File: config.mk
export PLATFORM = sky130hd
export DESIGN_NAME = mbus_word_xcvr
export DESIGN_NICKNAME = d
export VERILOG_FILES = /design/src/rtl/mbus_word_xcvr.sv
export SDC_FILE = /design/constraint.sdc
export NUM_CORES = 1
export LEC_CHECK = 0
export BUFFER_PORTS_ARGS = -buffer_cell sky130_fd_sc_hd__buf_2
export CAP_MARGIN = 5
export CORE_MARGIN = 2
export CORE_UTILIZATION = 40
export DETAILED_ROUTE_END_ITERATION = 6
export PLACE_DENSITY = 0.65
export SLEW_MARGIN = 20
export SYNTH_ARGS = -nofsm -noshare
export SYNTH_HDL_FRONTEND = slang
export SYNTH_SLANG_ARGS = --single-unit
File: constraint.sdc
create_clock -name clk -period 4.15 [get_ports clk]
set_clock_uncertainty 0.05 [all_clocks]
set_input_delay 0.415 -clock clk [delete_from_list [all_inputs] [get_ports clk]]
set_output_delay 0.415 -clock clk [all_outputs]
set_load 0.01 [all_outputs]
File: src/rtl/mbus_word_xcvr.sv
module mbus_word_xcvr #(
  parameter int OSR = 8
) (
  input  logic        clk,
  input  logic        rst_n,
  input  logic        tx_start,
  input  logic [15:0] tx_word,
  input  logic        tx_cmd,
  output logic        tx_p,
  output logic        tx_n,
  output logic        tx_busy,
  input  logic        rx_p,
  input  logic        rx_n,
  output logic        rx_valid,
  output logic        rx_err,
  output logic [15:0] rx_word,
  output logic        rx_cmd
);
  localparam int H      = OSR / 2;
  localparam int HW     = $clog2(H);
  localparam int NHALF  = 40;
  localparam int RUNMAX = 5 * H;
  localparam int RW     = $clog2(RUNMAX + 1);
  localparam int FLEN   = NHALF * H;
  localparam int LW     = $clog2(FLEN + 1);

  function automatic logic [NHALF-1:0] frame_of(input logic [15:0] w, input logic c);
    logic [NHALF-1:0] r;
    r[39:34] = c ? 6'b111000 : 6'b000111;
    for (int i = 0; i < 16; i++)
      r[33-2*i -: 2] = w[15-i] ? 2'b10 : 2'b01;
    r[1:0] = (~^w) ? 2'b10 : 2'b01;
    return r;
  endfunction

  // transmitter
  logic [NHALF-1:0] pat;
  logic [HW-1:0]    tcnt;
  logic [5:0]       tidx;

  always_ff @(posedge clk) begin
    if (!rst_n) begin
      tx_busy <= 1'b0;
      pat     <= '0;
      tcnt    <= '0;
      tidx    <= '0;
    end else if (!tx_busy && tx_start) begin
      tx_busy <= 1'b1;
      pat     <= frame_of(tx_word, tx_cmd);
      tcnt    <= '0;
      tidx    <= '0;
    end else if (tx_busy) begin
      if (tcnt == HW'(H-1)) begin
        tcnt <= '0;
        pat  <= pat << 1;
        if (tidx == 6'(NHALF-1)) tx_busy <= 1'b0;
        else                     tidx    <= tidx + 6'd1;
      end else begin
        tcnt <= tcnt + 1'b1;
      end
    end
  end

  assign tx_p = tx_busy &  pat[NHALF-1];
  assign tx_n = tx_busy & ~pat[NHALF-1];

  // receiver: line symbol history and run length
  logic [1:0]    sym, lsym;
  logic [RW-1:0] run;

  always_ff @(posedge clk) begin
    if (!rst_n) begin
      sym  <= 2'b00;
      lsym <= 2'b00;
      run  <= '0;
    end else begin
      sym  <= {rx_p, rx_n};
      lsym <= sym;
      if (sym != lsym)                 run <= RW'(1);
      else if (run != RW'(RUNMAX))     run <= run + 1'b1;
    end
  end

  wire lvl_ok  = (sym == 2'b10) || (sym == 2'b01);
  wire lvl     = (sym == 2'b10);
  wire sync_ed = ((lsym == 2'b10) && (sym == 2'b01)) || ((lsym == 2'b01) && (sym == 2'b10));
  wire run_ok  = (run >= RW'(3*H-1)) && (run <= RW'(4*H+1));

  logic          rbusy, rtype, first, merr;
  logic [HW-1:0] rcnt;
  logic [5:0]    ridx;
  logic [15:0]   sh;

  wire        bad_half = !lvl_ok || (lvl == first);
  wire [16:0] full     = {sh, first};

  always_ff @(posedge clk) begin
    if (!rst_n) begin
      rbusy    <= 1'b0;
      rtype    <= 1'b0;
      first    <= 1'b0;
      merr     <= 1'b0;
      rcnt     <= '0;
      ridx     <= '0;
      sh       <= '0;
      rx_valid <= 1'b0;
      rx_err   <= 1'b0;
      rx_word  <= '0;
      rx_cmd   <= 1'b0;
    end else begin
      rx_valid <= 1'b0;
      rx_err   <= 1'b0;
      if (tx_busy) begin
        rbusy <= 1'b0;
      end else if (!rbusy) begin
        rbusy <= sync_ed && run_ok;
        rtype <= (sym == 2'b01);
        rcnt  <= HW'(1);
        ridx  <= '0;
        merr  <= 1'b0;
      end else begin
        if (rcnt == HW'(H-1)) begin
          rcnt <= '0;
          ridx <= ridx + 6'd1;
        end else begin
          rcnt <= rcnt + 1'b1;
        end
        if (rcnt == HW'(H/2)) begin
          if (ridx < 6'd3) begin
            if (!lvl_ok || (lvl == rtype)) rbusy <= 1'b0;
          end else if (ridx[0]) begin
            first <= lvl;
            if (!lvl_ok) merr <= 1'b1;
          end else begin
            sh <= full[15:0];
            if (bad_half) merr <= 1'b1;
            if (ridx == 6'd36) begin
              rbusy <= 1'b0;
              if (merr || bad_half || !(^{sh, first})) begin
                rx_err <= 1'b1;
              end else begin
                rx_valid <= 1'b1;
                rx_word  <= sh;
                rx_cmd   <= rtype;
              end
            end
          end
        end
      end
    end
  end

  // checks
  logic [LW-1:0] blen;
  always_ff @(posedge clk) begin
    if (!rst_n || !tx_busy) blen <= '0;
    else                    blen <= blen + 1'b1;
  end

  initial assert (OSR >= 8 && OSR % 2 == 0);

  AST_TX_LENGTH: assert property (@(posedge clk) disable iff (!rst_n)
    $fell(tx_busy) |-> $past(blen) == LW'(FLEN-1));
  AST_RX_EXCL: assert property (@(posedge clk) disable iff (!rst_n)
    !(rx_valid && rx_err));
  AST_RX_DEAF: assert property (@(posedge clk) disable iff (!rst_n)
    tx_busy |=> !rx_valid && !rx_err);
  AST_VALID_SINGLE: assert property (@(posedge clk) disable iff (!rst_n)
    rx_valid |=> !rx_valid);
endmodule

==> results.toml, run 1 <==
[run_status]
run_status = "finished clean"

[grt]
grt_max_degree = 41
antenna_found_initial = 0
overflow = 0
first_global_vias = 3658
grt_first_pass_wirelength_um = 16900
grtUsageTotal_pct = 16.3

[sta]
max_freq_mhz = 402
slew_viol_final = 0
worst_pin_slew_ns = 0.829
maxSlewHeadroom_pct = 44.7
rsz0062_at_grt = "no"
hold_violations = 0
setup-tns-final_ns = 0
post-route-period-util_pct = 60.0
setup_viol = 0
setup_ws_ns = 1.66
period_needed_ns = 2.49

[detailed_routing]
routedWlPerCell_um = 13.6
viasPerCell = 5.36
vias = 3843
drt_wl_total_um = 9730
first_pass_iters = 5
final_antenna_net_count = 0
drc = 0
drtIter0Drc = 127

[power]
irDropWorstVdd_mv = 0.322
powerDensity_mw_per_mm2 = 421
p_leak_nw = 1.94

[die]
die_h_um = 111
core-area_mm2 = 0.0113
num_io_pins = 44
die_w_um = 111
dieArea_mm2 = 0.0124
rows = 39
initial_core_util_pct = 40.6

[logic_synthesis]
netlist-cell-type-count = 41
synth_fp_nets = 580
synth-edff-count = 0
synthesis.area_mm2 = 0.00460
netlist_instances = 547
synth-seq-cells = 105
avgSynthCellArea_um2 = 8.41
synth_ff_type = "dfxtp_1"
synth-async-reset-ratio_pct = 0
ys_seq_area_share_pct = 45.7
yosysWarningCount = 0

[final_layout]
fin_cells = 717
utilization_pct = 46.2
layout_common_cells = "105 x dfxtp_1, 96 x nand2_1, 57 x a21oi_1"
layout_commonest_cell = "dfxtp_1"
layout-drive-gt1-share_pct = 12.4
fin_nets = 602
fin_area_mm2 = 0.00523
num_antenna_cells = 0
area_growth_pct = 13.7

[cts]
clock_sinks = 105
hold_buffers = 0
numCtsBuffers = 9
clockBufferDepth = 2
clk_latency_ns = 0.34
postCtsSetupBuffers = 0
post_cts_resized = 0
cts_root_buf = "clkbuf_16"
htreeDepth = 3
cts_tree = "done"
clkTransAtPathRegs_ns = 0.06

[placed_design]
gp_congestion = 0.752
portBuffers = 43
place_area_mm2 = 0.00488
dpl.hpwl_um = 6410
dp_cells = 701
dpl_worst_slack_ns = 1.67

[critical_path]
arrival_ns = 2.66
rrSetupSlack_ns = 1.66
path_max_fanout = 22
crit_type = "flip-flop to flip-flop"
critPathCaptureType = "flip-flop"
worstPathRequired_ns = 4.32
crit_path_start_kind = "flip-flop"

[run]
drv_cap = 0

[min_path]
min_path_type = "primary input to flip-flop"
final timing paths:
check,startpoint,endpoint,depth (start not counted)
hold reg to reg,pat[0]$_SDFFE_PN0P_,pat[0]$_SDFFE_PN0P_,2
hold / removal,rx_n,sym[0]$_SDFF_PN0_,2
setup / recovery,tx_busy$_SDFF_PN0_,tidx[5]$_SDFFE_PP0P_,5
setup reg to reg,tx_busy$_SDFF_PN0_,tidx[5]$_SDFFE_PP0P_,5
worst max-delay path: stages, from the launching register on:
cell and delay, ns:
dfxtp_1 0.77, and2_1 0.68, nand2_1 0.25, or3_1 0.44
xor2_1 0.15, nor2_1 0.05
power breakdown:
part	leakage (nW)	total, mW	internal, mW	switching [mW]
registers	0.856	1.07	1.04	0.0256
logic	0.915	0.162	0.0710	0.0908
clock network	0.166	0.970	0.605	0.364
metal layers:
layer | track usage [%] | vias up | wire length (um)
met3 | 3.99 | 7 | 533
li1 | - | 1940 | -
met1 | 19.9 | 1809 | 4350
met4 | 4.20 | 0 | 71
met5 | 0 | - | 0
met2 | 28.9 | 87 | 4770
layout make-up:
type / count / area, um^2
timing repair buffer: 47 / 245
tap: 143 / 179
multi-input combinational: 396 / 2320
clock buffer: 11 / 243
inverter: 10 / 37.5
fill: 1128 / 6090
sequential: 105 / 2100
clock inverter: 5 / 103
flip-flops by register name, indices dropped and copies added (netlist names):
register	flops
run	5
rx_err	1
sh	16
tcnt	2
first	1
rx_valid	1
sym	2
tx_busy	1
merr	1
rbusy	1
rcnt	2
pat	40
ridx	6
rtype	1
lsym	2
tidx	6
rx_word	16
rx_cmd	1
Yosys cell counts (11+ instances only):
cell | count | area share, %
xnor2_1 | 29 | 5.5
dfxtp_1 | 105 | 46
a311oi_1 | 11 | 2.1
clkbuf_1 | 21 | 1.7
nand4_1 | 21 | 2.9
ha_1 | 11 | 3.0
o21ai_0 | 26 | 2.8
nor2_1 | 48 | 3.9
a21oi_1 | 57 | 6.2
nand2_1 | 97 | 7.9
xor2_1 | 13 | 2.5
kinds of logic after synthesis:
group,after synthesis,synth area share (%)
AND/OR/NAND/NOR,203,19.7
AO/OA/AOI/OAI,133,17.4
flip-flops,105,45.7
XOR/XNOR,46,9.57
buffers and inverters,46,4.05
adder cells (fa/ha/maj),11,2.99
multiplexers,3,0.653
through the flow:
stage | power (mW) | hold WS, ns
after detailed placement | 1.25 | 0.399
after CTS | 2.23 | 0.221
after floorplan | 1.21 | 0.382
after global placement | 1.25 | 0.387
after global routing | 2.28 | 0.225
final | 2.20 | 0.232
(Power assumes the default switching activity.)
==> run 2: changes to the inputs <==
==> constraint.sdc (replaced) <==
create_clock -name clk -period 2.4 [get_ports clk]
set_clock_uncertainty 0.05 [all_clocks]
set_input_delay 0.24 -clock clk [delete_from_list [all_inputs] [get_ports clk]]
set_output_delay 0.24 -clock clk [all_outputs]
set_load 0.01 [all_outputs]
==> run 2 against run 1 <==
Via count is 0.26% higher. Sequential power increased by 73%. Combinational power grew 81%. Worst setup slack worse by 1.4 ns. Die area did not move. Total power up 63%. Worst hold slack worse by 0.18 ns. Wire length down 0.41%. Largest cell class unchanged.
==> results.toml, run 2 (synthesis results as in run 1) <==
[min_path]
hold_path.startpoint = "rx_n"
min_path_type = "primary input to flip-flop"
hold_depth = 2
min_to = "sym[0]$_SDFF_PN0_"

[grt]
grt_max_degree = 44
first_global_vias = 3681
antenna_found_initial = 0
grtUsageTotal_pct = 16.1
overflow = 0
grt_first_pass_wirelength_um = 16700

[placed_design]
portBuffers = 43
dpl.hpwl_um = 6550
gp_congestion = 0.820
place_area_mm2 = 0.00499

[sta]
max_freq_mhz = 471
worst_pin_slew_ns = 0.631
hold_violations = 0
rsz0062_at_grt = "no"
setup_viol = 0
period_needed_ns = 2.12
post-route-period-util_pct = 88.5
maxSlewHeadroom_pct = 57.5
slew_viol_final = 0
setup-tns-final_ns = 0

[detailed_routing]
first_pass_iters = 5
drt_wl_total_um = 9690
routedWlPerCell_um = 13.3
vias = 3853
viasPerCell = 5.30
final_antenna_net_count = 0
drc = 0
drtIter0Drc = 229

[cts]
clkTransAtPathRegs_ns = 0.07
cts_root_buf = "clkbuf_16"
clockBufferDepth = 2
hold_buffers = 0
clk_latency_ns = 0.34
htreeDepth = 3
cts_tree = "done"
clock_sinks = 105
numCtsBuffers = 9

[final_layout]
num_antenna_cells = 0
fin_nets = 613
area_growth_pct = 14.8
largest_reg_flops = 40
top_register = "pat"
layout-drive-gt1-share_pct = 13.7
layout_common_cells = "105 x dfxtp_1, 97 x nand2_1, 57 x a21oi_1"
fin_area_mm2 = 0.00528
largestRegisters = "pat: 40 flops, rx_word: 16 flops, sh: 16 flops"
layout_commonest_cell = "dfxtp_1"

[critical_path]
slowest_delay_ns = 0.50
crit_type = "flip-flop to flip-flop"
worstPathCellList = "xnor2_1 -> xnor2_1 -> xnor3_2 -> xnor2_2 -> buf_4 -> o21ai_0 -> a21oi_1"
rrSetupSlack_ns = 0.28
cp_common_cell = "xnor2_1"
worst-r2r-cell-count = 7
critPathCaptureType = "flip-flop"
critPathBufInv = 1
timing.rr.end = "rx_word[10]$_SDFFE_PN0P_"
timing.rr.start = "first$_SDFFE_PN0P_"
path_max_fanout = 10
cp_top_family = "XOR/XNOR gates"
arrival_ns = 2.35
crit_path_start_kind = "flip-flop"
worstPathRequired_ns = 2.62
slowest_stage = "xnor3_2"

[run]
drv_cap = 0

[die]
num_io_pins = 44
initial_core_util_pct = 40.6
dieArea_mm2 = 0.0124
die_w_um = 111
die_h_um = 111
rows = 39
core-area_mm2 = 0.0113

[power]
irDropWorstVdd_mv = 0.506
fin_total_pwr_mw = 3.58
p_leak_nw = 1.96
powerDensity_mw_per_mm2 = 677

[run_status]
run_status = "finished clean"
[run 2: changes by cell type in the layout (fill, tap and decap cells not counted)]
cell	change
nand3_2	+1
clkinvlp_4	+2
nand2_2	-1
nand3_1	-1
nand2b_2	-1
buf_4	+9
bufinv_16	-2
nand2b_1	+1
buf_12	+2
nand2_1	+1
clkbuf_8	-1
[run 2: timing repair]
action | in CTS | in global routing
setup endpoints to repair | 0 | 14
buffers inserted | 0 | 0
gates resized for setup | 0 | 1
[run 2: how the worst max path moves through the flow]
stage	cells after the start	from	endpoint	slack, ns
after global placement	7	sh[10]$_SDFFE_PN0P_	rx_word[11]$_SDFFE_PN0P_	0.34
after floorplan	7	first$_SDFFE_PN0P_	rx_word[10]$_SDFFE_PN0P_	0.45
after detailed placement	7	ridx[0]$_SDFFE_PN0P_	rx_word[6]$_SDFFE_PN0P_	0.16
after CTS	7	ridx[0]$_SDFFE_PN0P_	rx_word[6]$_SDFFE_PN0P_	0.15
final	7	first$_SDFFE_PN0P_	rx_word[10]$_SDFFE_PN0P_	0.28
after global routing	7	ridx[0]$_SDFFE_PN0P_	rx_word[6]$_SDFFE_PN0P_	0.09
[run 2: area by class of cell]
class | instances | area [um^2]
clock buffer | 10 | 229
clock inverter | 5 | 57.6
fill | 1097 | 6040
inverter | 10 | 37.5
multi-input combinational | 396 | 2320
sequential | 105 | 2100
tap | 143 | 179
timing repair buffer | 58 | 353
[run 2: worst register-to-register path, cell delays in order, from the launching register on]
cell and delay, ns:
dfxtp_1 0.41, xnor2_1 0.15, xnor2_1 0.15, xnor3_2 0.50, xnor2_2 0.33, buf_4 0.23, o21ai_0 0.10, a21oi_1 0.14
[run 2: where the power goes]
group / internal [mW] / switching (mW) / total [mW]
sequential: 1.80 / 0.0402 / 1.85
combinational: 0.132 / 0.162 / 0.294
clock: 0.801 / 0.636 / 1.44
[run 2: routing by layer]
layer | vias to the layer above | global-route usage, % | part of all wire [%]
met4 | 0 | 4.77 | 1.2
met3 | 10 | 3.99 | 4.7
met2 | 83 | 27.1 | 48
li1 | 1961 | - | -
met5 | - | 0 | 0
met1 | 1799 | 20.3 | 46
[run 2: stage by stage]
step | worst slack [ns] | instances | hold slack [ns] | util [%]
after floorplan | 0.451 | 547 | 0.284 | -
after global placement | 0.337 | 712 | 0.390 | 44.1
after detailed placement | 0.161 | 712 | 0.397 | 44.1
after CTS | 0.152 | 727 | 0.0501 | 46.6
after global routing | 0.0878 | 727 | 0.0440 | 46.7
final | 0.276 | 727 | 0.0526 | 46.7
==> run 3: changes to the inputs <==
--- a/config.mk
+++ b/config.mk
@@ -8,9 +8,9 @@
 export BUFFER_PORTS_ARGS = -buffer_cell sky130_fd_sc_hd__buf_2
 export CAP_MARGIN = 5
 export CORE_MARGIN = 2
-export CORE_UTILIZATION = 40
+export CORE_UTILIZATION = 59
 export DETAILED_ROUTE_END_ITERATION = 6
-export PLACE_DENSITY = 0.65
+export PLACE_DENSITY = 0.86
 export SLEW_MARGIN = 20
 export SYNTH_ARGS = -nofsm -noshare
 export SYNTH_HDL_FRONTEND = slang
==> run 3 against run 2 <==
Critical path depth down 2. Wire length rose by 2.9%. Final area down 3.2%. Cell count fell by 5.8%. Register-to-register slack lost 0.02 ns. Critical path type unchanged.
==> results.toml, run 3 (synthesis results as in run 1) <==
[final_layout]
utilization_pct = 66.9
layout_commonest_cell = "dfxtp_1"
area_growth_pct = 11.1
fin_area_mm2 = 0.00511
largest_reg_flops = 40
largestRegisters = "pat: 40 flops, rx_word: 16 flops, sh: 16 flops"
top_register = "pat"
num_antenna_cells = 0
layout-drive-gt1-share_pct = 13.7
fin_nets = 611
layout_common_cells = "105 x dfxtp_1, 97 x nand2_1, 57 x a21oi_1"

[critical_path]
arrival_ns = 2.39
path_max_fanout = 16
critPathCaptureType = "flip-flop"
worstPathRequired_ns = 2.65
crit_type = "flip-flop to flip-flop"
crit_path_start_kind = "flip-flop"

[sta]
maxSlewHeadroom_pct = 59.0
hold_ws_ns = 0.0242
setup-tns-final_ns = 0
worst_pin_slew_ns = 0.609
max_freq_mhz = 467
setup_viol = 0
hold_violations = 0
period_needed_ns = 2.14
slew_viol_final = 0
rsz0062_at_grt = "no"
post-route-period-util_pct = 89.3

[cts]
hold_buffers = 0
cts_tree = "done"
clockBufferDepth = 2
numCtsBuffers = 9
clkTransAtPathRegs_ns = 0.10
clock_sinks = 105
htreeDepth = 3
clk_latency_ns = 0.37
cts_root_buf = "clkbuf_8"

[power]
p_leak_nw = 1.91
powerDensity_mw_per_mm2 = 634
irDropWorstVdd_mv = 0.469
fin_total_pwr_mw = 3.24

[grt]
antenna_found_initial = 0
overflow = 0
first_global_vias = 3842
grt_first_pass_wirelength_um = 16900
grt_max_degree = 35
grtUsageTotal_pct = 24.0

[die]
die_h_um = 92.3
initial_core_util_pct = 60.2
die_w_um = 92.3
dieArea_mm2 = 0.00852
rows = 32
num_io_pins = 44
core-area_mm2 = 0.00765

[run_status]
run_status = "finished clean"

[detailed_routing]
viasPerCell = 5.80
drtIter0Drc = 249
drt_wl_total_um = 9970
drc = 0
vias = 3970
routedWlPerCell_um = 14.6
final_antenna_net_count = 0
first_pass_iters = 5

[run]
drv_cap = 0

[placed_design]
portBuffers = 43
place_area_mm2 = 0.00490
dpl.hpwl_um = 6690
gp_congestion = 0.842

[min_path]
min_path_type = "primary input to flip-flop"
run 3: through the flow:
step	setup slack (ns)	std cells
after floorplan	0.451	547
after global placement	0.269	669
after detailed placement	0.178	669
after CTS	0.152	685
after global routing	0.0377	685
final	0.257	685
run 3: timing repair:
action	CTS	global route
gates resized for setup	0	2
endpoints found under the setup margin	0	12
buffers inserted	0	0
run 3: final cells by class:
| type | count | area [um^2] |
|---|---|---|
| Multi-Input combinational cell | 396 | 2330 |
| Tap cell | 102 | 128 |
| Fill cell | 630 | 2530 |
| Sequential cell | 105 | 2100 |
| Clock inverter | 7 | 76.3 |
| Inverter | 10 | 37.5 |
| Timing Repair Buffer | 56 | 313 |
| Clock buffer | 9 | 124 |
run 3: power by group:
part | leakage [nW] | switching [mW] | internal [mW] | total (mW)
Clock | 0.0962 | 0.616 | 0.490 | 1.11
Combinational | 0.960 | 0.162 | 0.128 | 0.290
Sequential | 0.856 | 0.0424 | 1.80 | 1.85
run 3: path summary, 6_finish.rpt:
path                            slack (ns)                start                  end  depth (start not counted)
worst max register to register        0.26     rbusy$_SDFF_PP0_  sh[15]$_SDFFE_PN0P_                          5
worst min register to register        0.42  pat[5]$_SDFFE_PN0P_  pat[6]$_SDFFE_PN0P_                          2
worst max-delay path                  0.26     rbusy$_SDFF_PP0_  sh[15]$_SDFFE_PN0P_                          5
worst min-delay path                  0.02                 rx_n    sym[0]$_SDFF_PN0_                          2
run 3: metal layers:
layer	GRT usage, %	up-vias	routed length, um
met5	0	-	0
met4	9.08	0	171
met3	3.66	17	402
met2	42.8	94	5060
li1	-	1960	-
met1	29.1	1899	4340
run 3: critical path: stages, from the launching register on:
cell     delay (ns)
dfxtp_1        0.51
nor2b_1        0.34
and3_1         0.33
and2_1         0.53
nand2_1        0.14
a21oi_1        0.17
